===== config.mk =====
export PLATFORM = sky130hd
export DESIGN_NAME = sd_wrap_regs
export DESIGN_NICKNAME = d
export VERILOG_FILES = /design/src/rtl/sdw_pkg.sv /design/src/rtl/sdw_decode.sv /design/src/rtl/sdw_irq_fold.sv /design/src/rtl/sdw_slot_bridge.sv /design/src/rtl/sd_wrap_regs.sv
export SDC_FILE = /design/constraint.sdc
export NUM_CORES = 2
export LEC_CHECK = 0
export ABC_AREA = 1
export ABC_CLOCK_PERIOD_IN_PS = 2300
export BUFFER_PORTS_ARGS = -buffer_cell sky130_fd_sc_hd__buf_2
export CAP_MARGIN = 15
export CORE_MARGIN = 2
export CORE_UTILIZATION = 33
export DETAILED_ROUTE_END_ITERATION = 10
export PLACE_DENSITY = 0.56
export SYNTH_ARGS = -nofsm -noshare
export SYNTH_HDL_FRONTEND = slang
export SYNTH_HIERARCHICAL = 1
export SYNTH_SLANG_ARGS = --single-unit
export TNS_END_PERCENT = 20

===== constraint.sdc =====
create_clock -name clk_i -period 2.3 [get_ports clk_i]
set_clock_uncertainty 0.15 [all_clocks]
set_input_delay 0.345 -clock clk_i [delete_from_list [all_inputs] [get_ports clk_i]]
set_output_delay 0.345 -clock clk_i [all_outputs]
set_load 0.01 [all_outputs]

===== src/rtl/sdw_pkg.sv =====
package sdw_pkg;
  localparam int unsigned DW       = 32;
  localparam int unsigned WIN_AW   = 12;
  localparam int unsigned LOC_AW   = 8;
  localparam int unsigned NUM_WORDS = 64;
  localparam int unsigned WIDX_W   = 6;

  localparam logic [WIDX_W-1:0] W_INFO = 6'h00;
  localparam logic [WIDX_W-1:0] W_DEB  = 6'h01;
  localparam logic [WIDX_W-1:0] W_IRQ  = 6'h3F;
  localparam int unsigned W_CAP0   = 4;   // byte 0x10
  localparam int unsigned W_MCUR0  = 6;   // byte 0x18
  localparam int unsigned W_STRIDE = 4;   // 0x10 bytes per slot

  localparam logic [DW-1:0] DEB_RESET = 32'h0000_0005;
  localparam int unsigned PRESENT_LSB = 16;

  typedef enum logic [1:0] {ACC_GLOBAL, ACC_SLOT, ACC_BAD} acc_e;

  function automatic logic [DW-1:0] info_reset(int unsigned n);
    logic [DW-1:0] v;
    v = '0;
    for (int unsigned i = 0; i < n; i++) v[PRESENT_LSB+i] = 1'b1;
    return v;
  endfunction
endpackage


===== src/rtl/sdw_decode.sv =====
module sdw_decode
  import sdw_pkg::*;
#(
  parameter int unsigned NUM_SLOTS = 2,
  localparam int unsigned SIDX_W = (NUM_SLOTS > 1) ? $clog2(NUM_SLOTS) : 1
) (
  input  logic [WIN_AW-1:0] addr_i,
  input  logic [3:0]        be_i,
  output acc_e              kind_o,
  output logic [SIDX_W-1:0] slot_idx_o
);
  logic [3:0] page;
  assign page = addr_i[11:8];

  always_comb begin
    kind_o     = ACC_BAD;
    slot_idx_o = '0;
    if (be_i == 4'hF && addr_i[1:0] == 2'b00) begin
      if (page == 4'd0) begin
        kind_o = ACC_GLOBAL;
      end else if (page <= 4'(NUM_SLOTS)) begin
        kind_o     = ACC_SLOT;
        slot_idx_o = SIDX_W'(page - 4'd1);
      end
    end
  end
endmodule


===== src/rtl/sdw_irq_fold.sv =====
module sdw_irq_fold #(
  parameter int unsigned NUM_SLOTS = 2
) (
  input  logic                 clk_i,
  input  logic                 rst_ni,
  input  logic [NUM_SLOTS-1:0] irq_i,
  output logic [NUM_SLOTS-1:0] stat_o,
  output logic                 irq_o
);
  logic [NUM_SLOTS-1:0] stat_q;

  always_ff @(posedge clk_i or negedge rst_ni) begin
    if (!rst_ni) stat_q <= '0;
    else         stat_q <= irq_i;
  end

  assign stat_o = stat_q;
  assign irq_o  = |stat_q;
endmodule


===== src/rtl/sdw_slot_bridge.sv =====
module sdw_slot_bridge
  import sdw_pkg::*;
#(
  parameter int unsigned NUM_SLOTS = 2,
  localparam int unsigned SIDX_W = (NUM_SLOTS > 1) ? $clog2(NUM_SLOTS) : 1
) (
  input  logic                    clk_i,
  input  logic                    rst_ni,
  input  logic                    start_i,
  input  logic [SIDX_W-1:0]       idx_i,
  input  logic                    we_i,
  input  logic [LOC_AW-1:0]       addr_i,
  input  logic [DW-1:0]           wdata_i,
  output logic [NUM_SLOTS-1:0]    slot_req_o,
  output logic                    slot_we_o,
  output logic [LOC_AW-1:0]       slot_addr_o,
  output logic [DW-1:0]           slot_wdata_o,
  input  logic [NUM_SLOTS*DW-1:0] slot_rdata_i,
  input  logic [NUM_SLOTS-1:0]    slot_ready_i,
  output logic                    busy_o,
  output logic                    done_o,
  output logic [DW-1:0]           rdata_o
);
  typedef enum logic {BR_IDLE, BR_WAIT} br_e;

  br_e                  state_q;
  logic [SIDX_W-1:0]    idx_q;
  logic [NUM_SLOTS-1:0] req_q;
  logic                 we_q;
  logic [LOC_AW-1:0]    addr_q;
  logic [DW-1:0]        wdata_q;
  logic                 done_q;
  logic [DW-1:0]        rdata_q;
  logic [DW-1:0]        lane [NUM_SLOTS];

  for (genvar g = 0; g < NUM_SLOTS; g++) begin : g_lane
    assign lane[g] = slot_rdata_i[g*DW +: DW];
  end

  always_ff @(posedge clk_i or negedge rst_ni) begin
    if (!rst_ni) begin
      state_q <= BR_IDLE;
      idx_q   <= '0;
      req_q   <= '0;
      we_q    <= 1'b0;
      addr_q  <= '0;
      wdata_q <= '0;
      done_q  <= 1'b0;
      rdata_q <= '0;
    end else begin
      req_q  <= '0;
      done_q <= 1'b0;
      if (state_q == BR_IDLE) begin
        if (start_i) begin
          state_q <= BR_WAIT;
          idx_q   <= idx_i;
          we_q    <= we_i;
          addr_q  <= addr_i;
          wdata_q <= wdata_i;
          for (int i = 0; i < NUM_SLOTS; i++) req_q[i] <= (idx_i == SIDX_W'(i));
        end
      end else if (slot_ready_i[idx_q]) begin
        state_q <= BR_IDLE;
        done_q  <= 1'b1;
        rdata_q <= lane[idx_q];
      end
    end
  end

  assign slot_req_o   = req_q;
  assign slot_we_o    = we_q;
  assign slot_addr_o  = addr_q;
  assign slot_wdata_o = wdata_q;
  assign busy_o       = (state_q == BR_WAIT);
  assign done_o       = done_q;
  assign rdata_o      = rdata_q;
endmodule


===== src/rtl/sd_wrap_regs.sv =====
module sd_wrap_regs
  import sdw_pkg::*;
#(
  parameter int unsigned NUM_SLOTS = 2,
  parameter logic [31:0] CAP_RESET = 32'h0158_30B0,
  localparam int unsigned SIDX_W = (NUM_SLOTS > 1) ? $clog2(NUM_SLOTS) : 1
) (
  input  logic                    clk_i,
  input  logic                    rst_ni,
  input  logic                    req_i,
  input  logic                    we_i,
  input  logic [11:0]             addr_i,
  input  logic [3:0]              be_i,
  input  logic [31:0]             wdata_i,
  output logic                    ack_o,
  output logic [31:0]             rdata_o,
  output logic [NUM_SLOTS-1:0]    slot_req_o,
  output logic                    slot_we_o,
  output logic [7:0]              slot_addr_o,
  output logic [31:0]             slot_wdata_o,
  input  logic [NUM_SLOTS*32-1:0] slot_rdata_i,
  input  logic [NUM_SLOTS-1:0]    slot_ready_i,
  input  logic [NUM_SLOTS-1:0]    slot_irq_i,
  output logic [NUM_SLOTS*32-1:0] slot_cap_o,
  output logic [NUM_SLOTS*32-1:0] slot_maxcurr_o,
  output logic                    irq_o,
  output logic                    err_o
);
  localparam logic [DW-1:0] INFO_RESET = info_reset(NUM_SLOTS);

  acc_e                 kind;
  logic [SIDX_W-1:0]    dec_idx;
  logic                 br_busy, br_done;
  logic [DW-1:0]        br_rdata;
  logic [NUM_SLOTS-1:0] irq_stat;
  logic                 accept;
  logic [WIDX_W-1:0]    widx;

  logic [DW-1:0]        regs_q [NUM_WORDS];
  logic [DW-1:0]        cap_q  [NUM_SLOTS];
  logic [DW-1:0]        mcur_q [NUM_SLOTS];
  logic                 cap_hit, mcur_hit;
  logic [SIDX_W-1:0]    cap_sel, mcur_sel;
  logic [DW-1:0]        rd_val;
  logic                 ack_q, err_q;
  logic [DW-1:0]        rdata_q;
  logic                 gwr;

  sdw_decode #(.NUM_SLOTS(NUM_SLOTS)) u_dec (
    .addr_i     (addr_i),
    .be_i       (be_i),
    .kind_o     (kind),
    .slot_idx_o (dec_idx)
  );

  sdw_irq_fold #(.NUM_SLOTS(NUM_SLOTS)) u_irq (
    .clk_i  (clk_i),
    .rst_ni (rst_ni),
    .irq_i  (slot_irq_i),
    .stat_o (irq_stat),
    .irq_o  (irq_o)
  );

  assign accept = req_i & ~br_busy;
  assign widx   = addr_i[7:2];
  assign gwr    = accept && kind == ACC_GLOBAL && we_i;

  sdw_slot_bridge #(.NUM_SLOTS(NUM_SLOTS)) u_br (
    .clk_i        (clk_i),
    .rst_ni       (rst_ni),
    .start_i      (accept && kind == ACC_SLOT),
    .idx_i        (dec_idx),
    .we_i         (we_i),
    .addr_i       (addr_i[7:0]),
    .wdata_i      (wdata_i),
    .slot_req_o   (slot_req_o),
    .slot_we_o    (slot_we_o),
    .slot_addr_o  (slot_addr_o),
    .slot_wdata_o (slot_wdata_o),
    .slot_rdata_i (slot_rdata_i),
    .slot_ready_i (slot_ready_i),
    .busy_o       (br_busy),
    .done_o       (br_done),
    .rdata_o      (br_rdata)
  );

  // which slot's capability / max-current word the offset hits
  always_comb begin
    cap_hit  = 1'b0;
    cap_sel  = '0;
    mcur_hit = 1'b0;
    mcur_sel = '0;
    for (int i = 0; i < NUM_SLOTS; i++) begin
      if (widx == WIDX_W'(W_CAP0 + W_STRIDE*i)) begin
        cap_hit = 1'b1;
        cap_sel = SIDX_W'(i);
      end
      if (widx == WIDX_W'(W_MCUR0 + W_STRIDE*i)) begin
        mcur_hit = 1'b1;
        mcur_sel = SIDX_W'(i);
      end
    end
  end

  always_comb begin
    if (widx == W_IRQ)  rd_val = {{(DW-NUM_SLOTS){1'b0}}, irq_stat};
    else if (cap_hit)   rd_val = cap_q[cap_sel];
    else if (mcur_hit)  rd_val = mcur_q[mcur_sel];
    else                rd_val = regs_q[widx];
  end

  always_ff @(posedge clk_i or negedge rst_ni) begin
    if (!rst_ni) begin
      for (int w = 0; w < NUM_WORDS; w++) regs_q[w] <= '0;
      regs_q[W_INFO] <= INFO_RESET;
      regs_q[W_DEB]  <= DEB_RESET;
    end else if (gwr && !cap_hit && !mcur_hit && widx != W_IRQ) begin
      if (widx == W_INFO) regs_q[widx] <= wdata_i & ~32'h1;
      else                regs_q[widx] <= wdata_i;
    end
  end

  always_ff @(posedge clk_i or negedge rst_ni) begin
    if (!rst_ni) begin
      for (int i = 0; i < NUM_SLOTS; i++) begin
        cap_q[i]  <= CAP_RESET;
        mcur_q[i] <= '0;
      end
    end else begin
      if (gwr && cap_hit)  cap_q[cap_sel]   <= wdata_i;
      if (gwr && mcur_hit) mcur_q[mcur_sel] <= wdata_i;
    end
  end

  for (genvar g = 0; g < NUM_SLOTS; g++) begin : g_out
    assign slot_cap_o[g*DW +: DW]     = cap_q[g];
    assign slot_maxcurr_o[g*DW +: DW] = mcur_q[g];
  end

  always_ff @(posedge clk_i or negedge rst_ni) begin
    if (!rst_ni) begin
      ack_q   <= 1'b0;
      rdata_q <= '0;
      err_q   <= 1'b0;
    end else begin
      ack_q   <= accept && kind != ACC_SLOT;
      rdata_q <= (accept && kind == ACC_GLOBAL && !we_i) ? rd_val : '0;
      if (accept && kind == ACC_BAD) err_q <= 1'b1;
    end
  end

  assign ack_o   = ack_q | br_done;
  assign rdata_o = rdata_q | (br_done ? br_rdata : '0);
  assign err_o   = err_q;
endmodule


==> Yosys cells after proc, flatten, opt, wreduce, memory -nomap -nowiden <==
Index checks and enable logic that the tools add are counted.
{ "totals": {"regBits": 2290, "latch_bits": 0, "mem_bits_rw": 0, "mem_bits_ro": 0, "inputBits": 120, "out_inout_bits": 206, "elab_cells": 183, "mem_count": 0} }
{ "op_classes": {"n_addsub": 1, "mul": 0, "div": 0, "magnitude_cmp": 9, "eq_ne": 10, "n_shift": 0, "muxes": 49, "bitwise": 9, "reduce_logical": 25} }
{ "op_table": {"columns": ["operator", "count"], "rows": [
  ["bitwise mux 2048 bit", 2],
  ["two-way mux 2048 bit", 1],
  ["two-way mux 32 bit", 19],
  ["binary-select mux 32 bit (select 6 bit)", 1],
  ["demux 32 bit (select 6 bit)", 1],
  ["bitwise mux 64 bit", 2],
  ["demux 32 bit (select 1 bit)", 2],
  ["OR 32 bit", 1],
  ["two-way mux 1 bit", 16],
  ["logical AND 1 bit", 15],
  ["equality test 6 x 3 -> 1 bit, second input constant", 2],
  ["equality test 6 x 4 -> 1 bit, second input constant", 2],
  ["two-way mux 2 bit", 5],
  [">= comparator 7 bit, second input constant", 1],
  ["less-than comparator 7 x 1 -> 1 bit, second input constant", 1],
  ["inverter 6 -> 7 bit", 1],
  ["equality test 6 bit, second input constant", 1],
  [">= comparator 2 bit, second input constant", 3],
  ["logical NOT 6 bit", 1],
  ["!= test 6 bit, second input constant", 1],
  ["inverter 1 -> 2 bit", 3],
  ["equality test 4 bit, second input constant", 1],
  ["less-or-equal comparator 4 x 2 -> 1 bit, second input constant", 1],
  ["logical NOT 2 bit", 2],
  ["other kinds (13)", 18]
]} }

==> Depth between registers and ports, before layout <==
{ "depth": {"word_depth": 10, "depth_mapped": 19, "ltp_nobuf": 15} }

==> Modules after synthesis <==
The synthesis kept the hierarchy.
{ "by_module_without_submodules": {"columns": ["mod", "instances", "cells_per_inst", "area_each_um2", "seq_area_each_um2"], "rows": [
  ["sd_wrap_regs", 1, 11566, 96223.5, 55330.6],
  ["sdw_slot_bridge", 1, 440, 3532.1, 1951.9],
  ["sdw_decode", 1, 15, 65.1, 0.0],
  ["sdw_irq_fold", 1, 5, 61.3, 50.0]
]} }

==> Least setup slack after synthesis <==
Ideal clock, no wire load.
{ "synth_timing": {"path_kind": "in2reg", "start": "input addr_i[1]", "end": "register with a tool-made name", "setup_ns": 0.133, "t_arrival_ns": 2.369, "required_time_ns": 2.017, "setup_slack_ns": -0.353, "stages": 14, "path_buffers": 2, "cell_sequence": "nor2_1 -> nand2_1 -> nor2_2 -> nand3_1 -> nor4_2 -> inv_1 -> nor2_1 -> nand2_4 -> inv_2 -> buf_4 -> nand4_1 -> clkbuf_1 -> nand2_1 -> o21ai_0"} }
{ "synth_lines": {"columns": ["item", "line_no", "source"], "rows": [
  ["from (decl)", "sd_wrap_regs.sv:12", "input logic [11:0] addr_i,"]
]} }

==> metrics.yaml <==
worst_setup_path:
  worst-endpoint-arrival_ps: 3160
  path_class: "flop to flop"
  crit_chain: "nor2_4, inv_2, nor4_4, inv_2, nor2_4, buf_6, nand2_8, nor3_4, buf_12, nand2_8, clkbuf_16, nand2_1, o21ai_0"
  cp.required_ps: 2910
  max_stage_delay_ps: 410
  slowest_stage: "dfrtp_1"
  crit_fanout: 16
  start_kind: "flop"
  cp-end-kind: "flop"
route:
  antenna_left: 0
  drtIter0Drc: 8800
  vias: 86140
  routedWlPerCell_um: 21.97
  viasPerCell: 5.196
  drc: 0
  dr.pass1.iters: 6
  wl_um: 364300
synth:
  seq_area_frac_synth: 0.5740
  syn_area_um2: 99880
  yosys_warnings: 6
  synthCells: 12030
  yosys-top-cells-area: "dfrtp_1 (57%), nand2_1 (16%), o21ai_0 (12%)"
  avgSynthCellArea_um2: 8.306
  ys_ff_latch: 2290
  synthTopCellsByCount: "nand2_1 (4,201), o21ai_0 (2,399), dfrtp_1 (2,268)"
  yosysMostFrequentCell: "nand2_1"
  yosysUniqueCellTypes: 33
  synthesis.nets: 12150
  synthFlopType: "dfrtp_1"
  synth_edf_count: 0
  synth_top_area_share: 0.5682
  async_flop_share: 1.000
  yosysTopAreaCell: "dfrtp_1"
pwr:
  p_leak_nw: 56.80
  power.total_mw: 85.14
  ir_drop_uv: 632.8
  powerDensity_nw_per_um2: 696.3
global_route:
  grt.total_usage: 0.2266
  grt_max_degree: 98
  antenna_found_initial: 7
  grt_overflow_total: 0
  grt_pass1_vias: 82950
  grt_pass1_wl_um: 539000
finish:
  fin_area_um2: 122300
  final-seq-area_um2: 57330
  multi_input_area_um2: 38350
  fin_nets: 12550
  drive_gt1_frac: 0.1424
  syn_to_final_growth_pct: 22.42
  fillers: 30170
status:
  outcome: "complete, but fails checks"
  violations: "negative setup slack"
die:
  core.rowCount: 201
  die_h_um: 554.2
  dieArea_um2: 307100
  core_region_area_um2: 300500
  die_w_um: 554.2
  io_pins: 326
  initial_utilization: 0.3324
clocking:
  clk_path_buf_depth: 4
  cts_made_buffers: 237
  cts_tree: "built"
  cts_sinks: 2290
  clk_latency_ps: 940
  cts_root_buf: "clkbuf_16"
  clk_pin_slew_worst_paths_ps: 70
  htreeDepth: 4
timing:
  finalHoldViolations: 0
  slew_headroom: 0.4494
  tightest_slew_ps: 821.5
  fmax_ghz: 0.3919
  worst_slack_ps: -251.5
  setup_viol: 1895
  min_period_ps: 2551
  hold_slack_ps: 0.1528
  rsz0062_at_grt: "true"
  slew_violations: 0
  min_period_over_period: 1.109
place:
  portBuffers: 325
  place_area_um2: 111300
  gp_congestion: 0.8524
  dp_worst_setup_slack_ps: -828.7
  hpwl_um: 221500
flow_run:
  maxCapViolCount: 0
hold_path:
  holdCritPathClass: "primary input to asynchronous set/reset pin"
[routing by layer]
metal	wire length [um]	vias up	GRT usage
li1	-	40090	-
met1	158800	42340	0.3131
met2	167200	3101	0.3656
met3	25590	613	0.03444
met4	12730	0	0.06906
met5	0	-	0
[critical path: cells and delay by family (launching register included)]
family / cells / cell delay, ps
and+or+nand+nor: 7 / 1050
DFF: 1 / 410
buffers and inverters: 5 / 700
AOI/OAI and AO/OA: 1 / 70
[through the flow]
step | util | TNS, ps | std cells
finish | 0.4069 | -199720 | 16580
global route | 0.4068 | -437860 | 16580
CTS | 0.4032 | -215590 | 16530
detailed placement | 0.3704 | -1034910 | 15950
global placement | 0.3704 | -1038560 | 15950
floorplan | - | -192070 | 12030
[repair_timing]
action                                 4_1_cts  5_1_grt
hold buffers                               130        0
setup endpoints to repair                 1925     2066
buffers inserted                            12       13
pin swaps                                    7        8
endpoints found under the hold margin     3779        0
cloned                                      16       30
gates resized for setup                    108      196
[power by group]
group	switching [mW]	total, mW	internal (mW)
sequential	0.0464	40.4	40.4
combinational	4.18	5.98	1.80
clock	16.6	38.7	22.1
[cells in the final DEF (no fill, tap or decap), types with 79 or more instances in the layout]
cell type      count
a22oi_1          106
buf_4            527
dlygate4sd3_1    128
dfrtp_1         2268
o211ai_1         388
buf_12           261
inv_1             79
o21ai_1          376
nand3_1          121
clkbuf_16        254
buf_2            323
nor2_1           898
nand2_1         4118
o21ai_0         2125
[cell families (layout without fill, tap and decap cells)]
group,after synthesis,in the layout,share of synthesized area
AOI/OAI and AO/OA,3122,3122,0.1709
buffers and inverters,1276,1865,0.04934
DFF,2290,2290,0.5740
other,0,5,0
and+or+nand+nor,5338,5339,0.2058
[final cells by class]
cell class / count / area share
sequential: 2290 / 0.4689
multi-input combinational: 8461 / 0.3137
timing repair buffer: 1310 / 0.1095
clock buffer: 359 / 0.05700
tap: 3958 / 0.04050
clock inverter: 69 / 0.006006
inverter: 126 / 0.004236
antenna: 5 / 0.0001023
timing repair inverter: 1 / 0.00007163
[worst paths after layout]
path,from,to,slack [ps],cells past startpoint
max,u_br/busy_o,flop,-250,13
min,rst_ni,asynchronous set/reset pin,0.2,3
max reg2reg,u_br/busy_o,flop,-250,13
min reg2reg,flop,flop,220,0
max in group asynchronous,rst_ni,slot_cap_o[54],0,5
min in group clk_i,addr_i[9],ack_q,80,7
(Power assumes the default switching activity.)
